<file path="config.mk">
export PLATFORM = sky130hd
export DESIGN_NAME = vec_elem_seq
export DESIGN_NICKNAME = d
export VERILOG_FILES = /design/src/rtl/vseq_pkg.sv /design/src/rtl/vseq_pred_decode.sv /design/src/rtl/vseq_opnd_map.sv /design/src/rtl/vseq_ctrl.sv /design/src/rtl/vec_elem_seq.sv
export SDC_FILE = /design/constraint.sdc
export NUM_CORES = 1
export LEC_CHECK = 0
export ABC_AREA = 1
export BUFFER_PORTS_ARGS = -buffer_cell sky130_fd_sc_hd__buf_4
export CORE_UTILIZATION = 50
export DETAILED_ROUTE_END_ITERATION = 8
export HOLD_SLACK_MARGIN = 0.06
export PLACE_DENSITY = 0.86
export SYNTH_ARGS = -nofsm -noshare
export SYNTH_HDL_FRONTEND = slang
export SYNTH_SLANG_ARGS = --single-unit
</file>
<file path="constraint.sdc">
create_clock -name clk -period 2.7 [get_ports clk]
set_input_delay 0.675 -clock clk [delete_from_list [all_inputs] [get_ports clk]]
set_output_delay 0.675 -clock clk [all_outputs]
set_load 0.02 [all_outputs]
</file>
<file path="src/rtl/vseq_pkg.sv">
package vseq_pkg;

  typedef enum logic {
    ST_IDLE = 1'b0,
    ST_RUN  = 1'b1
  } seq_state_e;

  // Per-operand predicate outcome for the current element
  typedef struct packed {
    logic enable;   // operand takes part in this element
    logic gated;    // a predicate word applies to this operand
  } opnd_gate_t;

endpackage

</file>
<file path="src/rtl/vseq_pred_decode.sv">
module vseq_pred_decode
  import vseq_pkg::*;
(
  input  logic       twin_mode,
  input  logic [2:0] code,
  input  logic       bit_x9,
  input  logic       bit_x10,
  input  logic       bit_x11,
  output opnd_gate_t src_gate,
  output opnd_gate_t dst_gate
);

  logic sel_bit;
  logic single_gated;
  logic single_en;

  // Single mode: upper two code bits pick a word, bit 0 picks polarity
  always_comb begin
    unique case (code[2:1])
      2'b01:   sel_bit = bit_x9;
      2'b10:   sel_bit = bit_x10;
      2'b11:   sel_bit = bit_x11;
      default: sel_bit = 1'b0;
    endcase
    single_gated = (code[2:1] != 2'b00);
    single_en    = single_gated ? (code[0] ? sel_bit : ~sel_bit) : 1'b1;
  end

  // Twin mode: bit 0 gates source, bit 1 gates destination, bit 2 inverts
  always_comb begin
    if (twin_mode) begin
      src_gate.gated  = code[0];
      src_gate.enable = code[0] ? (bit_x9 ^ code[2]) : 1'b1;
      dst_gate.gated  = code[1];
      dst_gate.enable = code[1] ? (bit_x10 ^ code[2]) : 1'b1;
    end else begin
      src_gate.gated  = single_gated;
      src_gate.enable = single_en;
      dst_gate.gated  = single_gated;
      dst_gate.enable = single_en;
    end
  end

endmodule

</file>
<file path="src/rtl/vseq_opnd_map.sv">
module vseq_opnd_map #(
  parameter int REG_W = 7,
  parameter int IDX_W = 7
) (
  input  logic [REG_W-1:0] base,
  input  logic             is_vec,
  input  logic [IDX_W-1:0] idx,
  output logic [REG_W-1:0] reg_num
);

  logic [REG_W-1:0] step;

  always_comb begin
    step    = REG_W'(idx);
    reg_num = is_vec ? (base + step) : base;
  end

endmodule

</file>
<file path="src/rtl/vseq_ctrl.sv">
module vseq_ctrl
  import vseq_pkg::*;
#(
  parameter int IDX_W = 7
) (
  input  logic             clk,
  input  logic             rst_n,
  input  logic             start,
  input  logic [IDX_W-1:0] vl_in,
  input  logic [IDX_W-1:0] vstart_in,
  input  logic             issue,
  input  logic             stop_here,
  input  logic             trap_in,
  output logic             run_q,
  output logic [IDX_W-1:0] idx_q,
  output logic             done,
  output logic [IDX_W-1:0] resume_idx,
  output logic             cfg_load
);

  seq_state_e       state_q, state_d;
  logic [IDX_W-1:0] idx_d;
  logic [IDX_W-1:0] vl_q, vl_d;
  logic             done_q, done_d;
  logic [IDX_W-1:0] resume_q, resume_d;
  logic             empty;
  logic             last;
  logic [IDX_W:0]   idx_next;

  always_comb begin
    empty    = (vl_in == '0) || (vstart_in >= vl_in);
    idx_next = {1'b0, idx_q} + 1'b1;
    last     = (idx_next >= {1'b0, vl_q});
    cfg_load = (state_q == ST_IDLE) && start;
  end

  always_comb begin
    state_d  = state_q;
    idx_d    = idx_q;
    vl_d     = vl_q;
    done_d   = 1'b0;
    resume_d = resume_q;
    unique case (state_q)
      ST_IDLE: begin
        if (start) begin
          if (empty) begin
            done_d   = 1'b1;
            resume_d = '0;
          end else begin
            state_d = ST_RUN;
            idx_d   = vstart_in;
            vl_d    = vl_in;
          end
        end
      end
      ST_RUN: begin
        if (trap_in && issue) begin
          state_d  = ST_IDLE;
          resume_d = idx_q;
        end else if (stop_here || last) begin
          state_d  = ST_IDLE;
          done_d   = 1'b1;
          resume_d = '0;
        end else begin
          idx_d = idx_next[IDX_W-1:0];
        end
      end
      default: state_d = ST_IDLE;
    endcase
  end

  always_ff @(posedge clk or negedge rst_n) begin
    if (!rst_n) begin
      state_q  <= ST_IDLE;
      idx_q    <= '0;
      vl_q     <= '0;
      done_q   <= 1'b0;
      resume_q <= '0;
    end else begin
      state_q  <= state_d;
      idx_q    <= idx_d;
      vl_q     <= vl_d;
      done_q   <= done_d;
      resume_q <= resume_d;
    end
  end

  assign run_q      = (state_q == ST_RUN);
  assign done       = done_q;
  assign resume_idx = resume_q;

endmodule

</file>
<file path="src/rtl/vec_elem_seq.sv">
module vec_elem_seq
  import vseq_pkg::*;
#(
  parameter int XLEN  = 64,
  parameter int REG_W = 7,
  parameter int IDX_W = $clog2(XLEN + 1)
) (
  input  logic             clk,
  input  logic             rst_n,
  input  logic             start,
  input  logic [IDX_W-1:0] vl_in,
  input  logic [IDX_W-1:0] vstart_in,
  input  logic             twin_mode,
  input  logic [2:0]       pred_code,
  input  logic [XLEN-1:0]  pred_x9,
  input  logic [XLEN-1:0]  pred_x10,
  input  logic [XLEN-1:0]  pred_x11,
  input  logic [REG_W-1:0] src_base,
  input  logic [REG_W-1:0] dst_base,
  input  logic             src_vec,
  input  logic             dst_vec,
  input  logic             trap_in,
  output logic             src_en,
  output logic             dst_en,
  output logic [IDX_W-1:0] elem_idx,
  output logic [REG_W-1:0] src_reg,
  output logic [REG_W-1:0] dst_reg,
  output logic             done,
  output logic [IDX_W-1:0] resume_idx
);

  localparam int NUM_OPND = 2;
  localparam int BIT_W    = (XLEN > 1) ? $clog2(XLEN) : 1;
  localparam logic [IDX_W:0] XLEN_V = (IDX_W + 1)'(XLEN);

  // Captured configuration
  logic             twin_q;
  logic [2:0]       code_q;
  logic [XLEN-1:0]  p9_q, p10_q, p11_q;
  logic [REG_W-1:0] base_q [NUM_OPND];
  logic             vec_q  [NUM_OPND];
  logic             src_vec_q, dst_vec_q;

  logic             run_q;
  logic [IDX_W-1:0] idx_q;
  logic             cfg_load;
  logic             in_range;
  logic [BIT_W-1:0] bit_sel;
  logic             b9, b10, b11;
  opnd_gate_t       src_gate, dst_gate;
  logic             issue;
  logic             stop_here;
  logic [REG_W-1:0] reg_out [NUM_OPND];

  // Configuration capture with explicit load enable
  always_ff @(posedge clk or negedge rst_n) begin
    if (!rst_n) begin
      twin_q    <= 1'b0;
      code_q    <= '0;
      p9_q      <= '0;
      p10_q     <= '0;
      p11_q     <= '0;
      base_q[0] <= '0;
      base_q[1] <= '0;
      vec_q[0]  <= 1'b0;
      vec_q[1]  <= 1'b0;
    end else if (cfg_load) begin
      twin_q    <= twin_mode;
      code_q    <= pred_code;
      p9_q      <= pred_x9;
      p10_q     <= pred_x10;
      p11_q     <= pred_x11;
      base_q[0] <= src_base;
      base_q[1] <= dst_base;
      vec_q[0]  <= src_vec;
      vec_q[1]  <= dst_vec;
    end
  end

  assign src_vec_q = vec_q[0];
  assign dst_vec_q = vec_q[1];

  // Predicate bit of the current element
  always_comb begin
    in_range = ({1'b0, idx_q} < XLEN_V);
    bit_sel  = idx_q[BIT_W-1:0];
    b9       = in_range & p9_q[bit_sel];
    b10      = in_range & p10_q[bit_sel];
    b11      = in_range & p11_q[bit_sel];
  end

  vseq_pred_decode u_pred (
    .twin_mode (twin_q),
    .code      (code_q),
    .bit_x9    (b9),
    .bit_x10   (b10),
    .bit_x11   (b11),
    .src_gate  (src_gate),
    .dst_gate  (dst_gate)
  );

  always_comb begin
    src_en    = run_q & src_gate.enable;
    dst_en    = run_q & dst_gate.enable;
    issue     = src_en | dst_en;
    stop_here = (src_en & src_gate.gated & ~src_vec_q)
              | (dst_en & dst_gate.gated & ~dst_vec_q);
  end

  for (genvar g = 0; g < NUM_OPND; g++) begin : g_opnd
    vseq_opnd_map #(
      .REG_W (REG_W),
      .IDX_W (IDX_W)
    ) u_map (
      .base    (base_q[g]),
      .is_vec  (vec_q[g]),
      .idx     (idx_q),
      .reg_num (reg_out[g])
    );
  end

  assign src_reg  = reg_out[0];
  assign dst_reg  = reg_out[1];
  assign elem_idx = idx_q;

  vseq_ctrl #(
    .IDX_W (IDX_W)
  ) u_ctrl (
    .clk        (clk),
    .rst_n      (rst_n),
    .start      (start),
    .vl_in      (vl_in),
    .vstart_in  (vstart_in),
    .issue      (issue),
    .stop_here  (stop_here),
    .trap_in    (trap_in),
    .run_q      (run_q),
    .idx_q      (idx_q),
    .done       (done),
    .resume_idx (resume_idx),
    .cfg_load   (cfg_load)
  );

endmodule

</file>
### After elaboration in Yosys (flattened, before gate mapping)

Cells that the tools add are included.

* equality and inequality tests: 9
* order comparisons: 4
* mux-type cells: 35
* reduce and logical (&&, ||, !) cells: 9
* add/sub/neg operators: 3
* bitwise operators: 18

Operator list (count)
* 7-bit 2-to-1 mux: 10
* 7-bit case mux with 2 select lines: 2
* 1-bit binary-select mux with 6-bit select: 3
* 1-bit 2-to-1 mux: 15
* 7-bit adder: 2
* 1-bit bitwise AND: 9
* 7-bit by 1-bit adder with 8-bit output, second input constant: 1
* 8-bit by 7-bit >= comparator with 1-bit output: 1
* 2-bit != test, second input constant: 4
* 7-bit >= comparator: 1
* 7-bit zero test: 1
* 6-bit by 7-bit less-than comparator with 1-bit output, second input constant: 1
* 7-bit less-than comparator, second input constant: 1
* 3-bit AND reduction: 2
* 1-bit NOT: 5
* 2-bit == test, second input constant: 2
* 2-bit 2-to-1 mux: 2
* 1-bit case mux with 2 select lines: 2
* 4-bit AND reduction: 1
* 3-bit != test, second input constant: 1
* 1-bit case mux with 3 select lines: 1
* 2-bit by 1-bit == test with 1-bit output, second input constant: 1
* 1-bit logical AND: 2
* 1-bit logical OR: 2
* other kinds (4): 6

* logic and storage cells: 92
* bits of input ports: 230
* bits in registers: 235

### Logic depth before layout (Yosys ltp)

* word-level depth: 16
* depth in mapped cells: 24
* mapped depth without buffers: 21

### Modules after synthesis

From an unflattened synthesis, not the netlist that was laid out.

* cells, all modules: 1293
* area, all modules: 12318.1 um^2

By module, submodules not included
* vec_elem_seq: area each 9778.1 um^2, instances 1, cells each 914
* vseq_ctrl: area each 1684.1 um^2, instances 1, cells each 229
* vseq_opnd_map: area each 366.6 um^2, instances 2, cells each 64
* vseq_pred_decode: area each 122.6 um^2, instances 1, cells each 22

### Worst setup path before layout

OpenSTA, ideal clock, no wires.

* path type: flip-flop to output port
* start: reg u_ctrl.idx_q[1]
* end: out dst_reg[6]
* arrival: 2.561 ns
* required time: 2.025 ns
* buffers on the path: 2
* stages on the path, launching flop included: 13
* slack: -0.536 ns
* path through: dfrtp_1 -> buf_4 -> inv_2 -> buf_2 -> fa_1 -> o31ai_1 -> and2_1 -> nor2_1 -> nor2_1 -> nor2_1 -> nand2_1 -> nand3_1 -> xnor2_1

* longest elaborated chain between the ends: 2

Ends and longest elaborated chain
* start: declaration: line vseq_ctrl.sv:15 `output logic [IDX_W-1:0] idx_q,`
* start signal: assignment: line vseq_ctrl.sv:81 `idx_q <= idx_d;`
* 7-bit adder: line vseq_opnd_map.sv:15 `reg_num = is_vec ? (base + step) : base;`
* 7-bit 2-to-1 mux: line vseq_opnd_map.sv:15
* end: declaration: line vec_elem_seq.sv:27 `output logic [REG_W-1:0] dst_reg,`

Every way passes these cells.

### Worst setup path in the final report

* start: reg u_ctrl.idx_q[0]
* end: out src_reg[6]

* longest elaborated chain between the ends: 2

Ends and longest elaborated chain
* 7-bit adder: line vseq_opnd_map.sv:15
* 7-bit 2-to-1 mux: line vseq_opnd_map.sv:15
* end: declaration: line vec_elem_seq.sv:26 `output logic [REG_W-1:0] src_reg,`

Every way passes these cells.

==> flow_metrics.tcl <==
set metrics [dict create \
    outcome "complete, but fails checks" \
    failed_checks "negative setup slack" \
    die-area_um2 24400 \
    arrival_ns 2.85 \
    syn-num-nets 1476 \
    hpwl_um 24400 \
    fin_tns_setup_ns -13.80 \
    antenna_found_initial 1 \
    clock_skew_ns 0.0122 \
    drive_gt1_frac 0.449 \
    p_leak_nw 7.89 \
    cts_root_buf "clkbuf_16" \
    max-vdd-ir-drop_mv 0.650 \
    cts_buffer_depth 3 \
    clock-sinks 235 \
    cellPowerDensity_nw_per_um2 1250 \
    startpoint_type "flop" \
    worst_setup_path_end_kind "primary output" \
    internal_power_mw 12.2 \
    crit_type "flop to primary output" \
    grt_max_degree 85 \
    worstMarginPinSlew_ns 0.544 \
    port_buffers 260 \
    worstPathBufferInverterCount 3 \
    rsz0062_at_grt "true" \
    wl_um 36100 \
    power_switching_share 0.403 \
    finalMaxSlewViolations 0 \
    synth-seq-cells 235 \
    grt_pass1_wl_um 53400 \
    maxCapViolCount 0 \
    post-route-util 0.699 \
    grt_pass1_vias 10300 \
    relSlewSlack 0.638 \
    start_util 0.507 \
    p_switching_mw 8.24 \
    min_path_type "primary input to asynchronous set/reset pin" \
    die_h_um 156 \
    cp_common_cell "nor2_4" \
    slowest_delay_ns 0.48 \
    cp_cell_sequence "buf_4, ha_4, inv_2, fa_2, o31ai_4, and2_4, nor2_4, nor2_4, nor2_2, nand2_1, nand3_2, xnor2_4, buf_6" \
    drt_drc_violations_left 0 \
    power_frac_clock 0.166 \
    drtIter0Drc 672 \
    finalWorstSetupSlack_ns -0.826 \
    coreArea_um2 23400 \
    wl_per_cell_um 19.3 \
    fin_worst_hold_slack_ns 0.112 \
    ys_warn_count 0 \
    hold_viol 0 \
    firstDrtPassIters 5 \
    combPwrFrac 0.537 \
    cts.clk_slew.worst_paths_ns 0.06 \
    syn_to_final_growth_pct 37.8 \
    path_depth 13 \
    nets 1794 \
    clk_latency_ns 0.53 \
    track_usage 0.284 \
    stdcell_area_um2 16400 \
    cts_tree "yes" \
    postPlaceCellArea_um2 14700 \
    grt_overflow 0 \
    seqPwrFrac 0.296 \
    cts_made_buffers 25 \
    dp.cells 1800 \
    reg2reg_depth 24 \
    routed-via-count 10200 \
    dieWidth_um 156 \
    syn-instance-count 1217 \
    viasPerCell 5.47 \
    place_congestion 0.868 \
    fin_crit_sh 1.31 \
    crit_family "simple AND/OR/NAND/NOR gates" \
    fin_crit_ns 3.53 \
    rows 56 \
    setup_violations 29 \
    ys_types 38 \
    worstPathRequired_ns 2.03 \
    slowest_stage "dfrtp_4" \
    netlist_area_um2 11900 \
    max_freq_mhz 284 \
    avgSynthCellArea_um2 9.75 \
    instances_no_fill 1873 \
    ant_nets 0 \
    ys_seq_area_frac 0.495 \
    io_pins 261 \
    htree_levels 1 \
    crit_fanout 5 \
]
power groups by stage:
stage	sequential [mW]	combinational (mW)	clock, mW
final	6.06	11.0	3.40
after global routing	6.20	11.8	3.58
after CTS	6.04	9.83	3.44
after detailed placement	6.05	9.02	0
after global placement	5.97	8.74	0
after floorplan	5.79	5.93	0
cell type report:
class                      count  area (um^2)
fill                        1675         7040
inverter                      55          224
antenna                        1         2.50
multi-input combinational    862         5960
timing repair inverter         1         8.76
clock inverter                12          120
tap                          319          399
clock buffer                  33          686
timing repair buffer         355         3070
sequential                   235         5890
flip-flops by register name (all words and copies together) (netlist names), 3 cells and up:
register           cells
base_q                14
code_q                 3
p10_q                 64
p11_q                 64
p9_q                  64
u_ctrl.idx_q           7
u_ctrl.resume_idx      7
u_ctrl.vl_q            7
final timing paths:
path / startpoint / end / slack, ns
max in group asynchronous: rst_n / base_q[1] / 1.90
min in group clk: pred_x11[0] / p11_q[0] / 0.37
worst min-delay path: rst_n / p10_q[21] / 0.11
worst max-delay path: u_ctrl.idx_q[0] / src_reg[6] / -0.83
worst max register to register: u_ctrl.idx_q[0] / u_ctrl.idx_q[5] / -0.54
worst min register to register: u_ctrl.resume_idx[2] / u_ctrl.resume_idx[2] / 0.48
synth_stat cells (all sizes together):
cell type	number	area, um^2
o211ai	1	7.51
nand2	360	1360
xnor2	2	17.5
a21boi	2	15.0
buf	35	206
and2	2	12.5
a211oi	1	7.51
dfrtp	235	5880
nor2	34	145
a221oi	1	8.76
fa	2	40.0
xor2	9	78.8
a21oi	37	185
clkbuf	30	114
nand3	126	636
inv	54	205
clkinv	1	3.75
nor4	1	6.26
o31ai	6	45.0
nand4	4	25.0
o21ai	32	164
ha	27	338
nand3b	1	7.51
mux2	205	2310
nor3	5	25.0
o21a	4	30.0
cell usage in the layout (no fill, tap or decap), types with 18 or more instances in the layout:
cell type / n
a21oi_1: 25
buf_12: 18
buf_4: 313
clkbuf_16: 30
dfrtp_1: 231
ha_1: 20
inv_1: 46
mux2_2: 205
nand2_1: 353
nand3_1: 98
nand3_2: 26
nor2_1: 21
cells by family after synthesis:
family,after synthesis,synth area share
XOR/XNOR,11,0.00812
AO/OA/AOI/OAI,84,0.0390
flip-flops,235,0.495
buffers and inverters,120,0.0446
multiplexers,205,0.194
AND/OR/NAND/NOR,533,0.186
adder cells (fa/ha/maj),29,0.0318
routing by layer:
layer  vias up  share of wire  global-route usage  routed length, um
li1       4704              -                   -                  -
met1      5010           0.41               0.372              14900
met2       429           0.49               0.475              17700
met3        96          0.056              0.0375               2010
met4         0          0.039               0.117               1420
met5         -              0                   0                  0
timing repair:
action,4_1_cts,5_1_grt
buffers inserted,15,12
setup endpoints to repair,30,30
resized for setup,59,69
cloned,0,7
hold buffers,0,0
pin swaps,26,35
per-stage QoR:
step                      worst slack, ns  power, mW
after floorplan                   -0.0913       11.7
final                              -0.826       20.5
after detailed placement           -0.277       15.1
after CTS                          -0.764       19.3
after global placement             -0.245       14.7
after global routing               -0.891       21.6
worst register-to-register path, cell delays in order, from the launching register on:
cell     delay, ns
dfrtp_4       0.53
buf_12        0.17
buf_12        0.14
buf_12        0.14
nand2_1       0.07
nand2_2       0.06
a21oi_2       0.13
nand3_2       0.11
nand3_2       0.08
nand3_2       0.11
nand4_1       0.11
nand3_1       0.09
nand2_1       0.09
nand3_2       0.11
buf_4         0.16
buf_4         0.12
buf_4         0.13
nand3_1       0.09
nand2_2       0.10
nor2_2        0.13
nand2_2       0.09
nand2_4       0.11
buf_12        0.12
nand2_1       0.05
o21ai_1       0.09
No activity file was read; power rests on OpenSTA's default activity.
